--- src/rtl/sdc_pkg.sv ---
package sdc_pkg;
  localparam int WORD_W = 16;
  localparam int CTRL_W = 2;
  localparam int DATA_W = 13;
  localparam int N_DEV  = 2;
  localparam int CHAIN_BITS = WORD_W * N_DEV;

  localparam logic [CTRL_W-1:0] CTRL_LOAD = '0;

  typedef struct packed {
    logic              sel;
    logic [CTRL_W-1:0] ctrl;
    logic [DATA_W-1:0] data;
  } cmd_t;
endpackage

--- src/rtl/sdc_sync.sv ---
module sdc_sync #(
  parameter int   STAGES  = 2,
  parameter logic RST_VAL = 1'b0
) (
  input  logic clk,
  input  logic rst_n,
  input  logic d_i,
  output logic q_o
);
  logic [STAGES-1:0] pipe_q;
  logic [STAGES-1:0] pipe_d;

  generate
    if (STAGES == 1) begin : g_single
      always_comb pipe_d = d_i;
    end else begin : g_multi
      always_comb pipe_d = {pipe_q[STAGES-2:0], d_i};
    end
  endgenerate

  always_ff @(posedge clk or negedge rst_n) begin
    if (!rst_n) pipe_q <= {STAGES{RST_VAL}};
    else        pipe_q <= pipe_d;
  end

  assign q_o = pipe_q[STAGES-1];
endmodule

--- src/rtl/sdc_stage.sv ---
module sdc_stage
  import sdc_pkg::*;
(
  input  logic              clk,
  input  logic              rst_n,
  input  logic              shift_en,
  input  logic              out_en,
  input  logic              commit,
  input  logic              sin,
  output logic              so,
  output logic [DATA_W-1:0] ch0,
  output logic [DATA_W-1:0] ch1
);
  logic [WORD_W-1:0] sreg_q, sreg_d;
  logic              so_q, so_d;
  logic [DATA_W-1:0] ch0_q, ch0_d, ch1_q, ch1_d;
  cmd_t              cmd;

  assign cmd = cmd_t'(sreg_q);

  always_comb begin
    sreg_d = sreg_q;
    so_d   = so_q;
    ch0_d  = ch0_q;
    ch1_d  = ch1_q;
    if (shift_en) sreg_d = {sreg_q[WORD_W-2:0], sin};
    if (out_en)   so_d   = sreg_q[WORD_W-1];
    if (commit && cmd.ctrl == CTRL_LOAD) begin
      if (cmd.sel) ch1_d = cmd.data;
      else         ch0_d = cmd.data;
    end
  end

  always_ff @(posedge clk or negedge rst_n) begin
    if (!rst_n) begin
      sreg_q <= '0;
      so_q   <= 1'b0;
      ch0_q  <= '0;
      ch1_q  <= '0;
    end else begin
      sreg_q <= sreg_d;
      so_q   <= so_d;
      ch0_q  <= ch0_d;
      ch1_q  <= ch1_d;
    end
  end

  assign so  = so_q;
  assign ch0 = ch0_q;
  assign ch1 = ch1_q;

  // one command never writes both channels
  assert_one_ch_R3: assert property (@(posedge clk) disable iff (!rst_n)
    commit |=> !((ch0_q != $past(ch0_q)) && (ch1_q != $past(ch1_q))));
  // channels only move after a commit
  assert_hold_R4: assert property (@(posedge clk) disable iff (!rst_n)
    !commit |=> $stable({ch0_q, ch1_q}));
  // serial output moves only on a falling-edge enable
  assert_so_fall_R7: assert property (@(posedge clk) disable iff (!rst_n)
    !out_en |=> $stable(so_q));
endmodule

--- src/rtl/sdc_chain_rx.sv ---
module sdc_chain_rx
  import sdc_pkg::*;
#(
  parameter int SYNC_STAGES = 2
) (
  input  logic              clk,
  input  logic              rst_n,
  input  logic              cs_n,
  input  logic              sclk,
  input  logic              din,
  output logic              dout,
  output logic              frame_err,
  output logic [DATA_W-1:0] near_ch0,
  output logic [DATA_W-1:0] near_ch1,
  output logic [DATA_W-1:0] far_ch0,
  output logic [DATA_W-1:0] far_ch1
);
  localparam int CNT_MAX = CHAIN_BITS + 1;
  localparam int CNT_W   = $clog2(CNT_MAX + 1);

  // reset: asynchronous assert, synchronous release
  logic rst_meta_q, rst_q;
  always_ff @(posedge clk or negedge rst_n) begin
    if (!rst_n) begin
      rst_meta_q <= 1'b0;
      rst_q      <= 1'b0;
    end else begin
      rst_meta_q <= 1'b1;
      rst_q      <= rst_meta_q;
    end
  end

  logic cs_lvl, sclk_lvl, din_lvl;
  sdc_sync #(.STAGES(SYNC_STAGES), .RST_VAL(1'b1)) i_sync_cs
    (.clk(clk), .rst_n(rst_q), .d_i(cs_n), .q_o(cs_lvl));
  sdc_sync #(.STAGES(SYNC_STAGES), .RST_VAL(1'b0)) i_sync_sclk
    (.clk(clk), .rst_n(rst_q), .d_i(sclk), .q_o(sclk_lvl));
  sdc_sync #(.STAGES(SYNC_STAGES), .RST_VAL(1'b0)) i_sync_din
    (.clk(clk), .rst_n(rst_q), .d_i(din), .q_o(din_lvl));

  logic cs_prev_q, sclk_prev_q;
  logic cs_rise, cs_fall, sclk_rise, sclk_fall;
  logic shift_en, out_en, commit, err_d, err_q;
  logic [CNT_W-1:0] cnt_q, cnt_d;

  assign cs_rise   =  cs_lvl   & ~cs_prev_q;
  assign cs_fall   = ~cs_lvl   &  cs_prev_q;
  assign sclk_rise =  sclk_lvl & ~sclk_prev_q;
  assign sclk_fall = ~sclk_lvl &  sclk_prev_q;
  assign shift_en  = sclk_rise & ~cs_lvl;
  assign out_en    = sclk_fall & ~cs_lvl;

  always_comb begin
    cnt_d = cnt_q;
    if (cs_fall) begin
      cnt_d = shift_en ? CNT_W'(1) : '0;
    end else if (shift_en && cnt_q != CNT_W'(CNT_MAX)) begin
      cnt_d = cnt_q + CNT_W'(1);
    end
    commit = cs_rise & (cnt_q == CNT_W'(CHAIN_BITS));
    err_d  = cs_rise & (cnt_q != CNT_W'(CHAIN_BITS));
  end

  always_ff @(posedge clk or negedge rst_q) begin
    if (!rst_q) begin
      cs_prev_q   <= 1'b1;
      sclk_prev_q <= 1'b0;
      cnt_q       <= '0;
      err_q       <= 1'b0;
    end else begin
      cs_prev_q   <= cs_lvl;
      sclk_prev_q <= sclk_lvl;
      cnt_q       <= cnt_d;
      err_q       <= err_d;
    end
  end

  logic              so_w  [N_DEV];
  logic              sin_w [N_DEV];
  logic [DATA_W-1:0] c0_w  [N_DEV];
  logic [DATA_W-1:0] c1_w  [N_DEV];

  generate
    for (genvar g = 0; g < N_DEV; g++) begin : g_dev
      if (g == 0) begin : g_head
        assign sin_w[g] = din_lvl;
      end else begin : g_link
        assign sin_w[g] = so_w[g-1];
      end
      sdc_stage i_stage (
        .clk(clk), .rst_n(rst_q), .shift_en(shift_en), .out_en(out_en),
        .commit(commit), .sin(sin_w[g]), .so(so_w[g]),
        .ch0(c0_w[g]), .ch1(c1_w[g]));
    end
  endgenerate

  assign dout      = so_w[N_DEV-1];
  assign frame_err = err_q;
  assign near_ch0  = c0_w[0];
  assign near_ch1  = c1_w[0];
  assign far_ch0   = c0_w[N_DEV-1];
  assign far_ch1   = c1_w[N_DEV-1];

  // the edge counter saturates one past a full frame
  assert_cnt_cap_R5: assert property (@(posedge clk) disable iff (!rst_q)
    cnt_q <= CNT_W'(CNT_MAX));
  // the error flag is a single-cycle pulse
  assert_err_pulse_R6: assert property (@(posedge clk) disable iff (!rst_q)
    frame_err |=> !frame_err);
  // a rejected frame leaves every channel untouched
  assert_err_hold_R6: assert property (@(posedge clk) disable iff (!rst_q)
    frame_err |-> $stable({near_ch0, near_ch1, far_ch0, far_ch1}));
  // with chip select high the frame count does not move
  assert_idle_cnt_R8: assert property (@(posedge clk) disable iff (!rst_q)
    cs_lvl |=> $stable(cnt_q));
  // chain output is steady unless a falling edge arrived under select
  assert_dout_fall_R7: assert property (@(posedge clk) disable iff (!rst_q)
    !out_en |=> $stable(dout));
endmodule

--- config.mk ---
export PLATFORM = sky130hd
export DESIGN_NAME = sdc_chain_rx
export DESIGN_NICKNAME = d
export VERILOG_FILES = /design/src/rtl/sdc_pkg.sv /design/src/rtl/sdc_sync.sv /design/src/rtl/sdc_stage.sv /design/src/rtl/sdc_chain_rx.sv
export SDC_FILE = /design/constraint.sdc
export NUM_CORES = 1
export LEC_CHECK = 0
export BUFFER_PORTS_ARGS = -buffer_cell sky130_fd_sc_hd__buf_2
export CORE_ASPECT_RATIO = 0.9
export CORE_MARGIN = 5
export CORE_UTILIZATION = 56
export DETAILED_ROUTE_END_ITERATION = 12
export GPL_TIMING_DRIVEN = 0
export PLACE_DENSITY = 0.79
export SLEW_MARGIN = 10
export SYNTH_ARGS = -nofsm -noshare
export SYNTH_HDL_FRONTEND = slang
export SYNTH_SLANG_ARGS = --single-unit
export TNS_END_PERCENT = 10
--- constraint.sdc ---
create_clock -name clk -period 4.35 [get_ports clk]
set_input_delay 0.2175 -clock clk [delete_from_list [all_inputs] [get_ports clk]]
set_output_delay 0.2175 -clock clk [all_outputs]
set_load 0.1 [all_outputs]
; After elaboration in Yosys (flattened, before gate mapping)
; Cells that the tools add are included.
[op_classes]
add_sub_neg = 1
eq_ne = 3
muxes = 3
bitwise_logic = 14
reduce_logical = 10
[ops]
columns = op, count
row1 = $mux W6, 2
row2 = $ne A6 B6 Y1 const B, 2
row3 = $and A1 B1 Y1, 8
row4 = $reduce_and A2 Y1, 4
row5 = $add A6 B1 Y6 const B, 1
row6 = $eq A6 B6 Y1 const B, 1
row7 = $not A1 Y1, 6
row8 = $logic_not A2 Y1, 2
row9 = $logic_and A1 B1 Y1, 3
row10 = $reduce_bool A2 Y1, 1
row11 = $mux W1, 1
[totals]
regBits = 103
input_bits = 5
out_inout_bits = 54

; Depth between registers and ports, before layout
[depth]
ltp_word = 6
depth_mapped = 7
ltp_nobuf = 5

; Cells and area by module
; From an unflattened synthesis, not the netlist that was laid out.
[hier_totals]
cells_unflattened = 243
area_unflattened_um2 = 3961.3
[by_module_without_submodules]
columns = module, n_inst, cells_each, area_each_um2, seq_area_each_um2
row1 = sdc_stage, 2, 92, 1632.8, 1076.0
row2 = sdc_chain_rx, 1, 53, 543.0, 276.5
row3 = sdc_sync at i_sync_din ..., 2, 2, 50.0, 50.0
row4 = sdc_sync at i_sync_cs, 1, 2, 52.6, 52.6

; Worst setup path after synthesis
; No wires, ideal clock.
[synth_timing]
path_kind = reg-to-reg
from = reg cnt_q[2]
to = reg g_dev[1].i_stage.ch0_q[10]
setup_ns = 0.125
t_arrival_ns = 1.699
setup_slack_ns = 2.525
path_stages_with_launch = 6
path_buffers = 2
synth_period_minus_slack_ns = 1.825
cell_sequence = dfrtp_1 > nor4b_4 > and4b_1 > buf_2 > buf_4 > mux2_2
[synth_between]
elab_chain_cells = 4
[synth_lines]
columns = item, line_no
row1 = from (decl), sdc_chain_rx.sv:44  ; logic [CNT_W-1:0] cnt_q, cnt_d;
row2 = from (signal assigned), sdc_chain_rx.sv:73  ; cnt_q <= cnt_d;
row3 = $eq A6 B6 Y1, sdc_chain_rx.sv:60  ; commit = cs_rise & (cnt_q == CNT_W'(CHAIN_BITS));
row4 = $and A1 B1 Y1, sdc_chain_rx.sv:60
row5 = $logic_and A1 B1 Y1, sdc_stage.sv:28  ; if (commit && cmd.ctrl == CTRL_LOAD) begin
row6 = $reduce_and A2 Y1 (no line), -
row7 = to (signal assigned), sdc_stage.sv:43  ; ch0_q <= ch0_d;
row8 = to (decl), sdc_stage.sv:16  ; logic [DATA_W-1:0] ch0_q, ch0_d, ch1_q, ch1_d;
; Every way passes these cells.
; A chain may end at the register's enable or synchronous reset.

; Worst setup path after layout
[layout_timing]
from = reg cnt_q[2]
to = reg g_dev[1].i_stage.ch0_q[6]
; The elaborated chain is that of the path after synthesis.

==> results.md <==
- Outcome: finished, final reports clean
- Worst skew pair latency: 0.37 ns
- Maximum number of pins on one net before global-route repair: 60
- Initial cell density of the core: 0.566
- Cells after Synth: 311
- Hold_ws: 0.153 ns
- Largest family of logic cells by synthesized area: multiplexers
- First drt pass iteration count: 4
- Count of vias placed by the detailed router: 2467
- Most frequently used flop master after synthesis: sky130_fd_sc_hd__dfrtp_1
- Port-buffer cells: 58
- Clock sink count: 103
- Wire per inst: 14.8 um
- Hold crit path type: in -> async
- TritonCTS clock tree: yes
- Post-DP Area: 4360 sq um
- RSZ-0062 raised after global routing: no
- Layout overhead on the synthesized area: 17.2%
- Cell family with most CP delay: simple AND/OR/NAND/NOR gates
- Crit path max fanout: 10
- Number of global-route vias before repair: 2546
- Post-CTS setup-driven buffer insertion count: 0
- Vias per std cell: 5.11
- Antenna violation net count after detailed routing: 0
- Yosys warnings: 0
- First DRT Iteration DRCs: 104
- Wire length of the first global-routing pass: 12.3 mm
- Fraction of post-synthesis cell area in the top cell type by area: 0.638
- Wire length reported by the detailed router: 7.16 mm
- EDFF count, synth: 0
- Worst setup skew after layout: 0.0139 ns
- Cell-by-cell listing of the critical path: nor4b_4, and4b_1, buf_2, buf_4, mux2_2
- Cells on worst reg2reg path: 5
- Die span in y: 89.4 um
- Post-Syn Area: 3930 sq um
- Global-route total usage across every layer: 0.177
- Max Root-Sink Buffers: 2
- Total of hold buffers inserted after clock tree synthesis: 4
- Leak pwr: 2.54 nW
- Post-synthesis compound-gate area fraction: 0.0179
- Achievable Freq: 487 MHz
- Post-Synthesis Mean Instance Area: 12.6 sq um
- Synth Area in Adders: 0.00956
- Basic-gate share of the synthesized area counting and, or, nand and nor cells: 0.139
- Worst-case headroom to the max-slew limit: 0.525
- Fraction of layout instances using a drive strength above 1: 0.354
- Final HPWL from detailed placement: 4.88 mm
- Share of synthesized area spent on multiplexers: 0.157
- #FFs+latches synth: 103
- Antenna cell count: 0
- Core area: 6930 sq um
- Aggregate global routing overflow: 0
- TritonCTS buffer count: 9
- Ys async rst share: 1.00
- Number of antenna violations at the first check in global routing: 0
- Category of the worst setup path launch point: flip-flop
- WP depth: 5
- Setup total negative slack: 0 ns
- Chip Width: 98.3 um
- Number of pins with negative max-slew slack in the final report: 0
- Cells taking the most area after synthesis: sky130_fd_sc_hd__dfrtp_1 (64%), sky130_fd_sc_hd__mux2_2 (15%), sky130_fd_sc_hd__nand2_1 (9.7%), sky130_fd_sc_hd__dfstp_2 (2.0%), sky130_fd_sc_hd__ha_1 (0.96%)
- Library cell with the largest summed area after synthesis: sky130_fd_sc_hd__dfrtp_1
- Time the worst path needs with I/O delays and setup: 2.05 ns
- Post-layout net count: 393
- Critical path arrival: 2.30 ns
- Endpoint class of the critical path: flip-flop
- Post-synthesis sequential area ratio: 0.658
- Gpl congestion: 0.744
- Number of unique standard cell types used by synthesis: 30
- Cell chosen for the clock root: sky130_fd_sc_hd__clkbuf_8
- Commonest non-fill, non-tap cell in the layout: sky130_fd_sc_hd__nand2_1
- Die area: 8790 sq um
- Highest-count cells in the layout ignoring fill and taps: sky130_fd_sc_hd__nand2_1 (101), sky130_fd_sc_hd__dfrtp_1 (99), sky130_fd_sc_hd__buf_2 (59)
- Syn nets: 319
- Combined buffer and inverter count along the critical path: 2
- Reported max-cap violation count: 0
- Actual transition at the worst max-transition pin: 0.711 ns
- H-tree levels: 3
- Post-cts gate resize count: 0
- Longest individual stage delay on the worst path: 0.52 ns
- Cell with the largest stage delay on the worst path: sky130_fd_sc_hd__nor4b_4
- DR DRC count: 0
- Endpoint required time on the critical path: 4.60 ns
- Post-route cell area: 4600 sq um
- Number of endpoints failing setup at the final stage: 0
- Power density of the placed cells: 366 nW/um^2
- Std-Cell Rows: 29
- CTS clock-pin slew for the worst setup and hold paths: 0.09 ns
- Xor and xnor fraction of the mapped netlist area: 0
- Number of top-level pins: 59
- Setup Crit Path Kind: reg -> reg
- Number of hold violations in the final report: 0
- Part of the cycle the worst path needs: 0.472
- Max IR drop VDD: 0.242 mV
==> routing by layer <==
metal / part of all wire / global-route usage / vias to the layer above
met5: 0 / 0 / -
met1: 0.45 / 0.229 / 1226
met3: 0.061 / 0.0585 / 8
met2: 0.48 / 0.288 / 53
li1: - / - / 1180
met4: 0.011 / 0.0596 / 0
==> state kept, by name, indices dropped and copies added (netlist names) <==
signal              cells
rst_meta_q              1
i_sync_sclk.pipe_q      2
sclk_prev_q             1
g_dev.i_stage.ch0      26
frame_err               1
g_dev.i_stage.ch1      26
cs_prev_q               1
rst_q                   1
g_dev.i_stage.so        2
g_dev.i_stage.cmd      32
i_sync_cs.pipe_q        2
cnt_q                   6
i_sync_din.pipe_q       2
==> cell type report <==
cell class / count / area (sq um)
multi-input combinational: 194 / 1270
fill: 523 / 2330
timing repair buffer: 63 / 358
clock inverter: 4 / 53.8
clock buffer: 12 / 145
inverter: 2 / 7.51
buffer: 12 / 61.3
sequential: 103 / 2580
tap: 93 / 116
==> synth_stat cells (2+ instances only) <==
library cell	number
sky130_fd_sc_hd__a21oi_1	7
sky130_fd_sc_hd__buf_4	4
sky130_fd_sc_hd__clkbuf_1	7
sky130_fd_sc_hd__dfrtp_1	100
sky130_fd_sc_hd__dfstp_2	3
sky130_fd_sc_hd__ha_1	3
sky130_fd_sc_hd__inv_1	2
sky130_fd_sc_hd__mux2_2	54
sky130_fd_sc_hd__nand2_1	101
sky130_fd_sc_hd__nand2b_1	2
sky130_fd_sc_hd__nand3_1	2
sky130_fd_sc_hd__nand4_1	2
sky130_fd_sc_hd__nor2_1	3
sky130_fd_sc_hd__nor3b_1	3
sky130_fd_sc_hd__o21ai_0	2
sky130_fd_sc_hd__or3_1	2
==> per-stage QoR <==
step / instances / setup WS [ns] / util / total power [mW]
6_report: 483 / 2.30 / 0.664 / 1.68
3_3_place_gp: 462 / 0.302 / 0.625 / 1.09
4_1_cts: 483 / 2.28 / 0.664 / 1.70
2_1_floorplan: 311 / 1.27 / - / 1.07
5_1_grt: 483 / 2.19 / 0.664 / 1.75
3_5_place_dp: 463 / 2.29 / 0.630 / 1.10
==> path summary, 6_finish.rpt <==
check                                          startpoint                                   to  slack (ns)
max                                  cnt_q[2]$_DFFE_PN0P_  g_dev[1].i_stage.ch0[6]$_DFFE_PN0P_        2.30
min                                                 rst_n                      rst_q$_DFF_PN0_        0.15
max reg2reg                          cnt_q[2]$_DFFE_PN0P_  g_dev[1].i_stage.ch0[6]$_DFFE_PN0P_        2.30
min reg2reg                               rst_q$_DFF_PN0_  g_dev[1].i_stage.ch0[8]$_DFFE_PN0P_        0.33
max in group asynchronous                 rst_q$_DFF_PN0_        i_sync_cs.pipe_q[1]$_DFF_PN1_        3.30
min in group clk           i_sync_din.pipe_q[0]$_DFF_PN0_       i_sync_din.pipe_q[1]$_DFF_PN0_        0.35
==> report_power, final <==
| part | switching, mW | internal, mW |
|---|---|---|
| clock network | 0.316 | 0.284 |
| logic | 0.0408 | 0.0230 |
| registers | 0.0357 | 0.984 |
==> logic make-up after synthesis <==
logic type,Yosys count
adders and majority gates,3
DFF,103
other,1
buffers and inverters,14
AOI/OAI and AO/OA,12
muxes,55
and+or+nand+nor,123
Note: power is estimated with default switching activity, not from simulation.
